File: src/rtl/dmaseq_pkg.sv
package dmaseq_pkg;

    typedef enum logic [1:0] {
        ST_IDLE  = 2'd0,
        ST_ISSUE = 2'd1,
        ST_DONE  = 2'd2
    } seq_state_e;

    // command-port opcodes; the channel number is added to each
    localparam logic [7:0] OP_PREP    = 8'h90;
    localparam logic [7:0] OP_MASK    = 8'h20;
    localparam logic [7:0] OP_CNT_SEL = 8'h40;
    localparam logic [7:0] OP_MOD_SEL = 8'h70;
    localparam logic [7:0] OP_UNMASK  = 8'hA0;

    // mode bytes for the execute port
    localparam logic [7:0] MODE_DEV2MEM = 8'h4C;
    localparam logic [7:0] MODE_MEM2DEV = 8'h44;

    localparam logic PORT_CMD = 1'b0;
    localparam logic PORT_EXE = 1'b1;

endpackage

File: src/rtl/dmaseq_capture.sv
module dmaseq_capture #(
    parameter int CHAN_W = 3,
    parameter int ADDR_W = 24,
    parameter int CNT_W  = 16
) (
    input  logic              clk,
    input  logic              rst_n,
    input  logic              load_i,
    input  logic [CHAN_W-1:0] chan_i,
    input  logic [ADDR_W-1:0] addr_i,
    input  logic [CNT_W-1:0]  count_i,
    input  logic              is_read_i,
    output logic [CHAN_W-1:0] chan_q,
    output logic [ADDR_W-1:0] addr_q,
    output logic [CNT_W-1:0]  cntm1_q,
    output logic              rd_q
);

    localparam logic [CNT_W-1:0] ONE = CNT_W'(1);

    always_ff @(posedge clk) begin
        if (!rst_n) begin
            chan_q  <= '0;
            addr_q  <= '0;
            cntm1_q <= '0;
            rd_q    <= 1'b0;
        end else if (load_i) begin
            chan_q  <= chan_i;
            addr_q  <= addr_i;
            cntm1_q <= count_i - ONE;  // zero wraps to all ones
            rd_q    <= is_read_i;
        end
    end

endmodule

File: src/rtl/dmaseq_step_rom.sv
module dmaseq_step_rom
    import dmaseq_pkg::*;
#(
    parameter int CHAN_W     = 3,
    parameter int ADDR_BYTES = 3,
    parameter int CNT_BYTES  = 2,
    parameter int STEP_W     = 4
) (
    input  logic [STEP_W-1:0]       step_i,
    input  logic [CHAN_W-1:0]       chan_i,
    input  logic [8*ADDR_BYTES-1:0] addr_i,
    input  logic [8*CNT_BYTES-1:0]  cntm1_i,
    input  logic                    rd_i,
    output logic                    port_o,
    output logic [7:0]              data_o,
    output logic                    last_o
);

    localparam int S_PREP    = 0;
    localparam int S_MASK    = 1;
    localparam int S_ADDR0   = 2;
    localparam int S_CNTSEL  = S_ADDR0 + ADDR_BYTES;
    localparam int S_CNT0    = S_CNTSEL + 1;
    localparam int S_MODSEL  = S_CNT0 + CNT_BYTES;
    localparam int S_MODE    = S_MODSEL + 1;
    localparam int S_UNMASK  = S_MODE + 1;

    logic [7:0] addr_b [ADDR_BYTES];
    logic [7:0] cnt_b  [CNT_BYTES];
    logic [7:0] ch8;

    genvar gi;
    generate
        for (gi = 0; gi < ADDR_BYTES; gi++) begin : g_abyte
            assign addr_b[gi] = addr_i[8*gi +: 8];
        end
        for (gi = 0; gi < CNT_BYTES; gi++) begin : g_cbyte
            assign cnt_b[gi] = cntm1_i[8*gi +: 8];
        end
    endgenerate

    assign ch8 = {{(8-CHAN_W){1'b0}}, chan_i};

    always_comb begin
        int s;
        s      = int'(step_i);
        port_o = PORT_CMD;
        data_o = 8'h00;
        last_o = 1'b0;
        if (s == S_PREP) begin
            data_o = OP_PREP + ch8;
        end else if (s == S_MASK) begin
            data_o = OP_MASK + ch8;
        end else if (s >= S_ADDR0 && s < S_CNTSEL) begin
            port_o = PORT_EXE;
            data_o = addr_b[s - S_ADDR0];
        end else if (s == S_CNTSEL) begin
            data_o = OP_CNT_SEL + ch8;
        end else if (s >= S_CNT0 && s < S_MODSEL) begin
            port_o = PORT_EXE;
            data_o = cnt_b[s - S_CNT0];
        end else if (s == S_MODSEL) begin
            data_o = OP_MOD_SEL + ch8;
        end else if (s == S_MODE) begin
            port_o = PORT_EXE;
            data_o = rd_i ? MODE_DEV2MEM : MODE_MEM2DEV;
        end else if (s == S_UNMASK) begin
            data_o = OP_UNMASK + ch8;
            last_o = 1'b1;
        end
    end

endmodule

File: src/rtl/dma_chan_prog_seq.sv
module dma_chan_prog_seq
    import dmaseq_pkg::*;
#(
    parameter int CHAN_W     = 3,
    parameter int ADDR_BYTES = 3,
    parameter int CNT_BYTES  = 2
) (
    input  logic                    clk,
    input  logic                    rst_n,
    input  logic                    start_i,
    input  logic [CHAN_W-1:0]       chan_i,
    input  logic [8*ADDR_BYTES-1:0] addr_i,
    input  logic [8*CNT_BYTES-1:0]  count_i,
    input  logic                    is_read_i,
    output logic                    wr_valid_o,
    output logic                    wr_port_o,
    output logic [7:0]              wr_data_o,
    input  logic                    wr_ready_i,
    output logic                    busy_o,
    output logic                    done_o
);

    localparam int ADDR_W  = 8 * ADDR_BYTES;
    localparam int CNT_W   = 8 * CNT_BYTES;
    localparam int N_STEPS = 6 + ADDR_BYTES + CNT_BYTES;
    localparam int STEP_W  = $clog2(N_STEPS + 1);

    seq_state_e        state_q, state_d;
    logic [STEP_W-1:0] step_q;
    logic              accept;
    logic              take;
    logic              last;
    logic              rom_port;
    logic [7:0]        rom_data;
    logic [CHAN_W-1:0] chan_q;
    logic [ADDR_W-1:0] addr_q;
    logic [CNT_W-1:0]  cntm1_q;
    logic              rd_q;

    assign accept = (state_q == ST_IDLE) && start_i;
    assign take   = (state_q == ST_ISSUE) && wr_ready_i;

    dmaseq_capture #(
        .CHAN_W (CHAN_W),
        .ADDR_W (ADDR_W),
        .CNT_W  (CNT_W)
    ) u_capture (
        .clk       (clk),
        .rst_n     (rst_n),
        .load_i    (accept),
        .chan_i    (chan_i),
        .addr_i    (addr_i),
        .count_i   (count_i),
        .is_read_i (is_read_i),
        .chan_q    (chan_q),
        .addr_q    (addr_q),
        .cntm1_q   (cntm1_q),
        .rd_q      (rd_q)
    );

    dmaseq_step_rom #(
        .CHAN_W     (CHAN_W),
        .ADDR_BYTES (ADDR_BYTES),
        .CNT_BYTES  (CNT_BYTES),
        .STEP_W     (STEP_W)
    ) u_rom (
        .step_i  (step_q),
        .chan_i  (chan_q),
        .addr_i  (addr_q),
        .cntm1_i (cntm1_q),
        .rd_i    (rd_q),
        .port_o  (rom_port),
        .data_o  (rom_data),
        .last_o  (last)
    );

    // next-state logic
    always_comb begin
        state_d = state_q;
        unique case (state_q)
            ST_IDLE:  if (start_i)      state_d = ST_ISSUE;
            ST_ISSUE: if (take && last) state_d = ST_DONE;
            ST_DONE:                    state_d = ST_IDLE;
            default:                    state_d = ST_IDLE;
        endcase
    end

    // state register and step counter
    always_ff @(posedge clk) begin
        if (!rst_n) begin
            state_q <= ST_IDLE;
            step_q  <= '0;
        end else begin
            state_q <= state_d;
            if (accept)
                step_q <= '0;
            else if (take && !last)
                step_q <= step_q + STEP_W'(1);
        end
    end

    // outputs
    always_comb begin
        wr_valid_o = 1'b0;
        wr_port_o  = PORT_CMD;
        wr_data_o  = 8'h00;
        busy_o     = 1'b1;
        done_o     = 1'b0;
        unique case (state_q)
            ST_IDLE: busy_o = 1'b0;
            ST_ISSUE: begin
                wr_valid_o = 1'b1;
                wr_port_o  = rom_port;
                wr_data_o  = rom_data;
            end
            ST_DONE: done_o = 1'b1;
            default: busy_o = 1'b0;
        endcase
    end

    // a stalled write holds its port and byte
    a_r8_hold_write: assert property (@(posedge clk) disable iff (!rst_n)
        (wr_valid_o && !wr_ready_i) |=>
            (wr_valid_o && $stable(wr_port_o) && $stable(wr_data_o)));

    // done is a single-cycle pulse
    a_r7_done_pulse: assert property (@(posedge clk) disable iff (!rst_n)
        done_o |=> !done_o && !busy_o);

    // done follows an accepted command-port write
    a_r7_done_after_last: assert property (@(posedge clk) disable iff (!rst_n)
        $rose(done_o) |-> $past(wr_valid_o && wr_ready_i && (wr_port_o == PORT_CMD)));

    // each sequence opens with the prepare command
    a_r2_first_cmd: assert property (@(posedge clk) disable iff (!rst_n)
        $rose(wr_valid_o) |->
            (wr_port_o == PORT_CMD) && (wr_data_o == OP_PREP + {{(8-CHAN_W){1'b0}}, chan_q}));

    // captured settings do not move while busy
    a_r9_r10_latched: assert property (@(posedge clk) disable iff (!rst_n)
        (busy_o && $past(busy_o)) |->
            ($stable(chan_q) && $stable(addr_q) && $stable(cntm1_q) && $stable(rd_q)));

    // idle without start produces no write
    a_r11_idle_quiet: assert property (@(posedge clk) disable iff (!rst_n)
        (!busy_o && !start_i) |=> (!wr_valid_o && !done_o));

endmodule

File: config.mk
export PLATFORM = sky130hd
export DESIGN_NAME = dma_chan_prog_seq
export DESIGN_NICKNAME = d
export VERILOG_FILES = /design/src/rtl/dmaseq_pkg.sv /design/src/rtl/dmaseq_capture.sv /design/src/rtl/dmaseq_step_rom.sv /design/src/rtl/dma_chan_prog_seq.sv
export SDC_FILE = /design/constraint.sdc
export NUM_CORES = 1
export LEC_CHECK = 0
export BUFFER_PORTS_ARGS = -buffer_cell sky130_fd_sc_hd__buf_2
export CAP_MARGIN = 20
export CORE_ASPECT_RATIO = 2
export CORE_UTILIZATION = 40
export DETAILED_ROUTE_END_ITERATION = 10
export SYNTH_ARGS = -nofsm -noshare
export SYNTH_HDL_FRONTEND = slang
export SYNTH_SLANG_ARGS = --single-unit
export TNS_END_PERCENT = 10
File: constraint.sdc
create_clock -name clk -period 2.3 [get_ports clk]
set_clock_uncertainty 0.1 [all_clocks]
set_input_delay 0.46 -clock clk [delete_from_list [all_inputs] [get_ports clk]]
set_output_delay 0.46 -clock clk [all_outputs]
set_load 0.02 [all_outputs]
==> impl_metrics.ini <==
[status]
outcome = finished, violations left
violations = setup timing

[placement]
dp.final_hpwl_um = 6360
gp_congestion = 0.941
post_dp_cell_area_um2 = 3380
port_buffers = 59

[critical_path]
path_max_fanout = 5
critical_path_arrival_ns = 1.86
r2r_start = step_q[0]
start_kind = flop
crit_path_start = step_q[1]
worstPathRequired_ns = 1.74
worstSetupPathType = flop to primary output
end_kind = primary output

[clock_network]
root_buffer = clkbuf_16
cts_buffers = 5
cts_tree = yes
htreeDepth = 2
max-clock-path-buffers = 2
clk_latency_ns = 0.29
clkTransAtPathRegs_ns = 0.06
ctsHoldBuffers = 0
clock-sinks = 50

[floorplanning]
die_y_um = 120
die_w_um = 61.2
fp-row-count = 42
die_area_um2 = 7360
start_util_pct = 41.9
ios = 60
coreArea_um2 = 6670

[timing]
period_needed_ns = 2.42
slew_headroom_pct = 55.1
tightest_slew_ns = 0.668
grt_setup_unrepaired = true
finalHoldViolations = 0
layout_setup_ws_ns = -0.125
finalMaxSlewViolations = 0
timing.fmax_ghz = 0.412
finalSetupViolCount = 8
min_period_over_period_pct = 105

[routing]
routed_via_density = 5.31
drc = 0
wirelength_um = 8290
drt_first_pass_iters = 5
dr_total_vias = 2755
avgRoutedWirePerCell_um = 16.0
drt_iter0_markers = 124
postRouteAntennaNets = 0

[power]
leakagePower_nw = 1.49
power_density_nw_per_um2 = 581
ir_worst_vdd_mv = 0.521

[yosys]
ys_async_sr_fraction_pct = 0
yosysSeqAreaShare_pct = 35.8
synth_ff_type = dfxtp_1
yosysWarnings = 0
synthCells = 357
synth_area_per_cell_um2 = 7.84
synth_seq_cells = 50
synth_edf_count = 0
syn_nets = 414
ys_types = 52
synth_area_um2 = 2800

[finish]
final_nets = 487
fill_cells = 666
fin_area_um2 = 3790
syn_to_final_growth_pct = 35.4
final_util_pct = 56.8
n_antenna_cell = 0
drive_gt1_share_pct = 33.6

[grt]
grt_pass1_wl_um = 13300
antenna_found_initial = 0
grt.overflow.total = 0
grt_pass1_vias = 2801
grt_max_degree = 45
grt_usage_pct = 24.6

[run]
drv_cap = 0

[min_path]
worstHoldPathType = input port to flop
hold_start = count_i[0]
-- critical path, stage by stage, from the launching register on --
cell	delay [ns]
dfxtp_4	0.37
buf_4	0.12
buf_8	0.10
mux2_2	0.34
a222oi_1	0.34
a211oi_2	0.13
buf_4	0.18
-- synth_stat cells (all sizes together), types with 5 or more instances --
cell    instances  share of area [%]
a211oi          6                1.6
a21oi          42                7.5
a31oi           5                1.1
clkbuf         21                2.9
dfxtp          50                 36
ha              9                4.0
inv            11                1.5
mux2i          14                5.0
nand2          71                9.6
nand3           7                1.3
nor2           24                3.2
o21ai          15                2.7
xor2            9                2.8
-- repair_timing --
| item | in CTS | in global routing |
|---|---|---|
| buffers inserted | 8 | 1 |
| setup endpoints to repair | 9 | 9 |
| resized for setup | 55 | 6 |
| pin swaps | 18 | 4 |
-- metrics by stage --
step	hold WS, ns	cells	TNS [ns]	power (mW)	setup slack, ns
CTS	0.294	518	-0.578	2.22	-0.0952
global placement	0.340	503	0	1.43	0.0659
detailed placement	0.344	503	0	1.44	0.0399
global route	0.315	519	-1.11	2.31	-0.155
floorplan	0.332	357	-0.0449	1.27	-0.0236
finish	0.298	519	-0.615	2.20	-0.125
-- report_power, final --
part / total [mW] / internal [mW] / switching (mW)
sequential: 0.984 / 0.937 / 0.0467
combinational: 0.477 / 0.205 / 0.272
clock: 0.740 / 0.432 / 0.309
-- registers in the layout (all words and copies together), names as in the netlist --
signal / flops
state_q: 2
step_q: 4
u_capture.addr_q: 24
u_capture.chan_q: 3
u_capture.cntm1_q: 16
u_capture.rd_q: 1
-- cell families after synthesis --
logic type,share of synthesized area (%)
fa+ha+maj,4.02
xor+xnor,3.44
simple gates,23.4
flops,35.8
mux,6.62
buf+inv,5.14
compound gates,21.6
-- worst paths after layout --
kind                                             end  slack (ns)  cells past startpoint
worst min-delay path            u_capture.cntm1_q[0]        0.30                      2
worst min register to register  u_capture.addr_q[21]        0.35                      2
worst max register to register             step_q[2]        0.23                      8
worst max-delay path                    wr_data_o[5]       -0.12                      6
-- final cells by class --
| cell class | count | area (um^2) | share of cell area, % |
|---|---|---|---|
| Clock buffer | 7 | 143 | 3.76 |
| Clock inverter | 1 | 5.00 | 0.132 |
| Inverter | 12 | 50.0 | 1.32 |
| Multi-Input combinational cell | 270 | 1840 | 48.5 |
| Sequential cell | 50 | 1010 | 26.8 |
| Tap cell | 88 | 110 | 2.91 |
| Timing Repair Buffer | 91 | 629 | 16.6 |
-- layer usage --
layer  up-vias  GRT usage (%)  wire, um
li1       1399              -         -
met1      1286           25.5      3160
met2        54           46.3      4710
met3        16           3.10       175
met4         0           10.1       243
met5         -              0         0
-- cells in the final DEF (no fill, tap or decap), types with 4 or more instances in the layout --
master and count:
a211oi_1 4, a21oi_1 38, a31oi_1 5, buf_2 51, buf_4 26, buf_6 11
clkbuf_16 5, dfxtp_1 45, ha_1 5, inv_1 8, mux2_2 4, mux2i_1 12
nand2_1 69, nand3_1 7, nor2_1 21, nor2b_1 4, o21ai_0 14, o31ai_1 4
xor2_1 9
No activity file was read; power rests on OpenSTA's default activity.
